===== src/rtl/sqfill_pkg.sv =====
package sqfill_pkg;
  localparam int DW = 8;
  localparam int AW = 3;
  localparam logic [AW-1:0] OFF_ROW    = 3'd0;
  localparam logic [AW-1:0] OFF_COL    = 3'd1;
  localparam logic [AW-1:0] OFF_COLOR  = 3'd2;
  localparam logic [AW-1:0] OFF_SIZE   = 3'd3;
  localparam logic [AW-1:0] OFF_STATUS = 3'd4;

  typedef struct packed {
    logic [DW-1:0] row;
    logic [DW-1:0] col;
    logic [DW-1:0] color;
    logic [DW-1:0] size;
  } cmd_regs_t;
endpackage


===== src/rtl/sqfill_regs.sv =====
module sqfill_regs
  import sqfill_pkg::*;
(
  input  logic          clk,
  input  logic          rst_n,
  input  logic          wr,
  input  logic [AW-1:0] waddr,
  input  logic [DW-1:0] wdata,
  input  logic [AW-1:0] raddr,
  input  logic          busy,
  input  logic          err,
  output cmd_regs_t     regs,
  output logic          start,
  output logic [DW-1:0] rdata
);
  logic wr_ok;
  assign wr_ok = wr && !busy;
  assign start = wr_ok && (waddr == OFF_COLOR);

  always_ff @(posedge clk or negedge rst_n) begin
    if (!rst_n) begin
      regs <= '0;
    end else if (wr_ok) begin
      case (waddr)
        OFF_ROW:   regs.row   <= wdata;
        OFF_COL:   regs.col   <= wdata;
        OFF_COLOR: regs.color <= wdata;
        OFF_SIZE:  regs.size  <= wdata;
        default: ;
      endcase
    end
  end

  always_comb begin
    case (raddr)
      OFF_ROW:    rdata = regs.row;
      OFF_COL:    rdata = regs.col;
      OFF_COLOR:  rdata = regs.color;
      OFF_SIZE:   rdata = regs.size;
      OFF_STATUS: rdata = {{(DW-2){1'b0}}, err, busy};
      default:    rdata = '0;
    endcase
  end

  AST_BUSY_FREEZE: assert property (@(posedge clk) disable iff (!rst_n)
    busy |=> $stable(regs));
endmodule


===== src/rtl/sqfill_bounds.sv =====
module sqfill_bounds
  import sqfill_pkg::*;
#(
  parameter int ROWS     = 250,
  parameter int COLS     = 250,
  parameter int MAX_SIZE = 16,
  localparam int SW      = $clog2(MAX_SIZE + 1)
)(
  input  logic [DW-1:0] row,
  input  logic [DW-1:0] col,
  input  logic [DW-1:0] size,
  output logic          bad,
  output logic [SW-1:0] width,
  output logic [SW-1:0] height
);
  logic [DW:0] room_c, room_r;
  logic        bad_r, bad_c, bad_s;

  always_comb begin
    bad_r  = ({1'b0, row} >= (DW+1)'(ROWS));
    bad_c  = ({1'b0, col} >= (DW+1)'(COLS));
    bad_s  = (size == '0) || ({1'b0, size} > (DW+1)'(MAX_SIZE));
    bad    = bad_r || bad_c || bad_s;
    room_c = (DW+1)'(COLS) - {1'b0, col};
    room_r = (DW+1)'(ROWS) - {1'b0, row};
    width  = ({1'b0, size} < room_c) ? size[SW-1:0] : room_c[SW-1:0];
    height = ({1'b0, size} < room_r) ? size[SW-1:0] : room_r[SW-1:0];
  end
endmodule


===== src/rtl/sqfill_seq.sv =====
module sqfill_seq
  import sqfill_pkg::*;
#(
  parameter int ROWS     = 250,
  parameter int COLS     = 250,
  parameter int MAX_SIZE = 16,
  localparam int SW      = $clog2(MAX_SIZE + 1)
)(
  input  logic          clk,
  input  logic          rst_n,
  input  logic          load,
  input  logic [DW-1:0] base_row,
  input  logic [DW-1:0] base_col,
  input  logic [DW-1:0] color,
  input  logic [SW-1:0] width,
  input  logic [SW-1:0] height,
  output logic          busy,
  output logic          out_valid,
  input  logic          out_ready,
  output logic [DW-1:0] out_row,
  output logic [DW-1:0] out_col,
  output logic [DW-1:0] out_color
);
  logic [DW-1:0] row0_q, col0_q, color_q;
  logic [SW-1:0] w_q, h_q, r_off, c_off;
  logic          line_end, last, fire;

  assign line_end  = (c_off == w_q - SW'(1));
  assign last      = line_end && (r_off == h_q - SW'(1));
  assign fire      = busy && out_ready;
  assign out_valid = busy;
  assign out_row   = row0_q + DW'(r_off);
  assign out_col   = col0_q + DW'(c_off);
  assign out_color = color_q;

  always_ff @(posedge clk or negedge rst_n) begin
    if (!rst_n) begin
      busy    <= 1'b0;
      row0_q  <= '0;
      col0_q  <= '0;
      color_q <= '0;
      w_q     <= '0;
      h_q     <= '0;
      r_off   <= '0;
      c_off   <= '0;
    end else if (load && !busy) begin
      busy    <= 1'b1;
      row0_q  <= base_row;
      col0_q  <= base_col;
      color_q <= color;
      w_q     <= width;
      h_q     <= height;
      r_off   <= '0;
      c_off   <= '0;
    end else if (fire) begin
      if (last) begin
        busy <= 1'b0;
      end else if (line_end) begin
        c_off <= '0;
        r_off <= r_off + SW'(1);
      end else begin
        c_off <= c_off + SW'(1);
      end
    end
  end

  AST_HOLD_STABLE: assert property (@(posedge clk) disable iff (!rst_n)
    out_valid && !out_ready |=> out_valid && $stable(out_row)
      && $stable(out_col) && $stable(out_color));
  AST_IN_DISPLAY: assert property (@(posedge clk) disable iff (!rst_n)
    out_valid |-> (int'(out_row) < ROWS) && (int'(out_col) < COLS));
  AST_ROW_MAJOR: assert property (@(posedge clk) disable iff (!rst_n)
    out_valid && out_ready && !last |=> out_valid &&
      ((out_row == $past(out_row) && out_col == $past(out_col) + 8'd1) ||
       (out_row == $past(out_row) + 8'd1 && out_col == col0_q)));
endmodule


===== src/rtl/sqfill_engine.sv =====
module sqfill_engine
  import sqfill_pkg::*;
#(
  parameter int ROWS     = 250,
  parameter int COLS     = 250,
  parameter int MAX_SIZE = 16
)(
  input  logic          clk,
  input  logic          rst_n,
  input  logic          reg_wr,
  input  logic [2:0]    reg_addr,
  input  logic [7:0]    reg_wdata,
  input  logic [2:0]    reg_rd_addr,
  output logic [7:0]    reg_rdata,
  output logic          fb_valid,
  input  logic          fb_ready,
  output logic [7:0]    fb_row,
  output logic [7:0]    fb_col,
  output logic [7:0]    fb_color
);
  localparam int SW = $clog2(MAX_SIZE + 1);

  cmd_regs_t     regs;
  logic          start, busy, bad, err;
  logic [SW-1:0] width, height;

  sqfill_regs u_regs (
    .clk(clk), .rst_n(rst_n), .wr(reg_wr), .waddr(reg_addr),
    .wdata(reg_wdata), .raddr(reg_rd_addr), .busy(busy), .err(err),
    .regs(regs), .start(start), .rdata(reg_rdata)
  );

  sqfill_bounds #(.ROWS(ROWS), .COLS(COLS), .MAX_SIZE(MAX_SIZE)) u_bounds (
    .row(regs.row), .col(regs.col), .size(regs.size),
    .bad(bad), .width(width), .height(height)
  );

  sqfill_seq #(.ROWS(ROWS), .COLS(COLS), .MAX_SIZE(MAX_SIZE)) u_seq (
    .clk(clk), .rst_n(rst_n), .load(start && !bad),
    .base_row(regs.row), .base_col(regs.col), .color(reg_wdata),
    .width(width), .height(height), .busy(busy),
    .out_valid(fb_valid), .out_ready(fb_ready),
    .out_row(fb_row), .out_col(fb_col), .out_color(fb_color)
  );

  always_ff @(posedge clk or negedge rst_n) begin
    if (!rst_n)             err <= 1'b0;
    else if (start && bad)  err <= 1'b1;
  end

  AST_ERR_STICKY: assert property (@(posedge clk) disable iff (!rst_n)
    err |=> err);
  AST_REFUSE_SILENT: assert property (@(posedge clk) disable iff (!rst_n)
    start && bad |=> !fb_valid);
  AST_START_BUSY: assert property (@(posedge clk) disable iff (!rst_n)
    start && !bad |=> fb_valid && reg_rd_addr != 3'd4 || reg_rdata[0]);
endmodule


===== config.mk =====
export PLATFORM = sky130hd
export DESIGN_NAME = sqfill_engine
export DESIGN_NICKNAME = d
export VERILOG_FILES = /design/src/rtl/sqfill_pkg.sv /design/src/rtl/sqfill_regs.sv /design/src/rtl/sqfill_bounds.sv /design/src/rtl/sqfill_seq.sv /design/src/rtl/sqfill_engine.sv
export SDC_FILE = /design/constraint.sdc
export NUM_CORES = 1
export LEC_CHECK = 0
export BUFFER_PORTS_ARGS = -buffer_cell sky130_fd_sc_hd__buf_2
export CAP_MARGIN = 15
export CORE_MARGIN = 8
export CORE_UTILIZATION = 59
export DETAILED_ROUTE_END_ITERATION = 8
export GPL_ROUTABILITY_DRIVEN = 0
export PLACE_DENSITY_LB_ADDON = 0.3
export SLEW_MARGIN = 20
export SYNTH_ARGS = -nofsm -noshare
export SYNTH_HDL_FRONTEND = slang
export SYNTH_SLANG_ARGS = --single-unit

===== constraint.sdc =====
create_clock -name clk -period 3.07 [get_ports clk]
set_input_delay 0.921 -clock clk [delete_from_list [all_inputs] [get_ports clk]]
set_output_delay 0.921 -clock clk [all_outputs]
set_load 0.01 [all_outputs]

==> results.md <==
* Post-Synthesis Net Count at 500
* Leading area contributor after synthesis: dfrtp_1
* DP HPWL at 8080 µm
* Number of core rows at 32
* Kind of critical path: reg -> out
* Clk pin slew, worst setup/hold paths at 0.09 ns
* Global-route usage over all layers at 0.207
* Skew-Pair Late Insertion Delay at 0.34 ns
* CP top delay family: adder cells
* Vias in the first global route at 3,886
* Hold Vio Cnt, Final at 0
* Number of max-cap violations at 0
* Largest cells by area after synthesis: dfrtp_1 41%, mux2_2 11%, ha_1 8.5%
* Period minus WS final at 3.00 ns
* Die area at 0.0111 mm²
* Async S/R FF share, synth at 1.00
* Routed via count at 3,663
* P_leak at 2.65 nW
* Sequential-to-total area share from yosys stat at 0.412
* Least-Margin Pin Slew at 0.706 ns
* Worst Path Required at 2.15 ns
* Critical path cell sequence: ha_2 > inv_2 > fa_2 > inv_2 > a21oi_1 > o21bai_1 > a21o_1 > nand2_2 > xnor2_2 > buf_2
* Initial DRT Pass Iterations at 4
* Fmax at 334 MHz
* Clock skew at 0.0115 ns
* Startpoint types: register
* Vias per cell at 5.92
* Initial drt markers at 171
* First-pass GRT wire length at 18,900 µm
* Largest stage delay, worst path at 0.37 ns
* RSZ-0062 raised after global routing: true
* Largest net degree at the start of global routing at 79
* CTS Root Cell: clkbuf_8
* Ys Warns at 0
* Clock sinks at 78
* WP data arrival at 2.08 ns
* Max-slew violation count at 0
* Commonest cells in the netlist: 78 x dfrtp_1, 46 x mux2_2, 40 x nand2_1
* Crit-path max FO at 2
* Detail Route Antenna Nets at 0
* Worst path buffer plus inverter count at 3
* Chip width at 106 µm
* Slew HR at 0.526
* Port Buffers at 50
* Post-synth EDFFs at 0
* H-tree levels at 3
* Cell area after layout at 0.00545 mm²
* Synthesized flop and latch total at 78
* Core Util, Final at 0.701
* CTS Buffer Depth at 2
* Most frequent cell after synthesis: dfrtp_1
* CORE AREA at 0.00777 mm²
* Chip Height at 106 µm
* Initial antenna violation count at 0
* Fin crit share at 0.976
* # IOs at 51
* Max IR drop VDD at 515 µV
* Yosys cell types at 49
* Synthesis-to-finish area growth at 15.1%
* Ratio of cells with drive above 1 in the final layout at 0.298
* PD cells at 1060 mW/mm²
* Routed wire length at 11,200 µm
* TritonCTS Buffers at 9
* CTS tree: yes
* Ys flop type: dfrtp_1
* WL/cell at 18.1 µm
* Hold_ws at 0.481 ns
* Syn avg cell area at 10.6 µm²
* Status: finished clean
* Area share of the leading cell type in the synthesized netlist at 0.412
* Pwr Total at 5.77 mW
* Layout Nets at 564
* Tightest Hold Check Type: reg -> reg
* Slowest CP cell: dfrtp_1
* # diodes at 0
* Syn Inst Count at 448
* DRC violations left at 0
* Cts hold-fix bufs at 0
* Cell Area, Placed at 0.00511 mm²
* Final setup vio count at 0
* Gr ovfl total at 0
* Initial core utilization at 0.609
* Worst path most repeated cell: inv_2
* Synthesized area at 0.00473 mm²
* Critical Path End Type: output port
==> path summary, 6_finish.rpt <==
path	start	depth (start not counted)	end	slack, ns
min in group asynchronous	rst_n	1	u_seq.r_off[1]	0.57
worst min register to register	err	1	err	0.48
worst min-delay path	err	1	err	0.48
worst max-delay path	u_seq.r_off[0]	10	fb_row[6]	0.07
worst max register to register	u_regs.regs[16]	10	u_seq.w_q[2]	0.41
max in group asynchronous	rst_n	2	u_seq.c_off[0]	1.89
==> final cells by class <==
type,count,area [µm²]
Clock inverter,6,53.8
Multi-Input combinational cell,335,2710
Fill cell,582,2320
Clock buffer,10,138
Tap cell,102,128
Timing Repair Buffer,65,378
Sequential cell,78,1960
Inverter,23,86.3
==> placed cells by master (no fill, tap or decap), types with 17 or more instances in the layout <==
master	instances
buf_2	49
nor2_1	17
xnor2_1	24
a21oi_1	21
mux2_2	46
nand2_1	39
dfrtp_1	75
inv_1	19
ha_1	29
o21ai_0	23
==> cell families (layout without fill, tap and decap cells) <==
kind of cell               count (synthesis)  in the layout  synth area share
AOI/OAI and AO/OA                         97             97             0.130
adders and majority gates                 34             34            0.0930
DFF                                       78             78             0.412
xor gates and xnor gates                  40             40            0.0740
muxes                                     57             57             0.149
and+or+nand+nor                          107            107             0.113
buffers and inverters                     35            104            0.0285
==> repair_timing <==
action	in CTS	in global routing
resized for setup	9	11
hold endpoints to repair	0	0
setup endpoints to repair	6	8
pin swaps	2	9
setup buffers	4	5
==> metrics by stage <==
step | setup slack (ns) | cells | setup TNS (ns)
after global placement | 0.135 | 594 | 0
after CTS | 0.0244 | 614 | 0
after detailed placement | 0.0940 | 594 | 0
after global routing | -0.0305 | 619 | -0.0479
final | 0.0729 | 619 | 0
after floorplan | 0.138 | 448 | 0
==> layer usage <==
metal  track usage  up-vias  routed length (µm)
li1              -     1740                   -
met1         0.250     1802                4700
met2         0.357      104                5690
met3        0.0445       17                 667
met4        0.0784        0                 174
met5             0        -                   0
==> worst reg2reg max path: stages, from the launching register on <==
cell,delay (ns)
dfrtp_1,0.51
ha_1,0.32
o2111ai_1,0.22
xnor2_1,0.15
ha_1,0.26
a21oi_1,0.16
nor2b_1,0.07
a2111oi_0,0.42
buf_4,0.21
o21ai_0,0.08
o21ai_0,0.17
==> flip-flops by register name, indices dropped and copies added, names as in the netlist <==
signal	cells
u_seq.w_q	5
err	1
u_regs.regs	32
u_seq.c_off	5
u_seq.r_off	5
u_seq.row0_q	8
u_seq.h_q	5
u_seq.busy	1
u_seq.out_color	8
u_seq.col0_q	8
==> report_power, final <==
| group | switching, mW | internal, mW |
|---|---|---|
| registers | 0.644 | 1.48 |
| logic | 1.41 | 1.50 |
| clock network | 0.413 | 0.329 |
| total | 2.46 | 3.31 |
No activity file was read; power rests on OpenSTA's default activity.
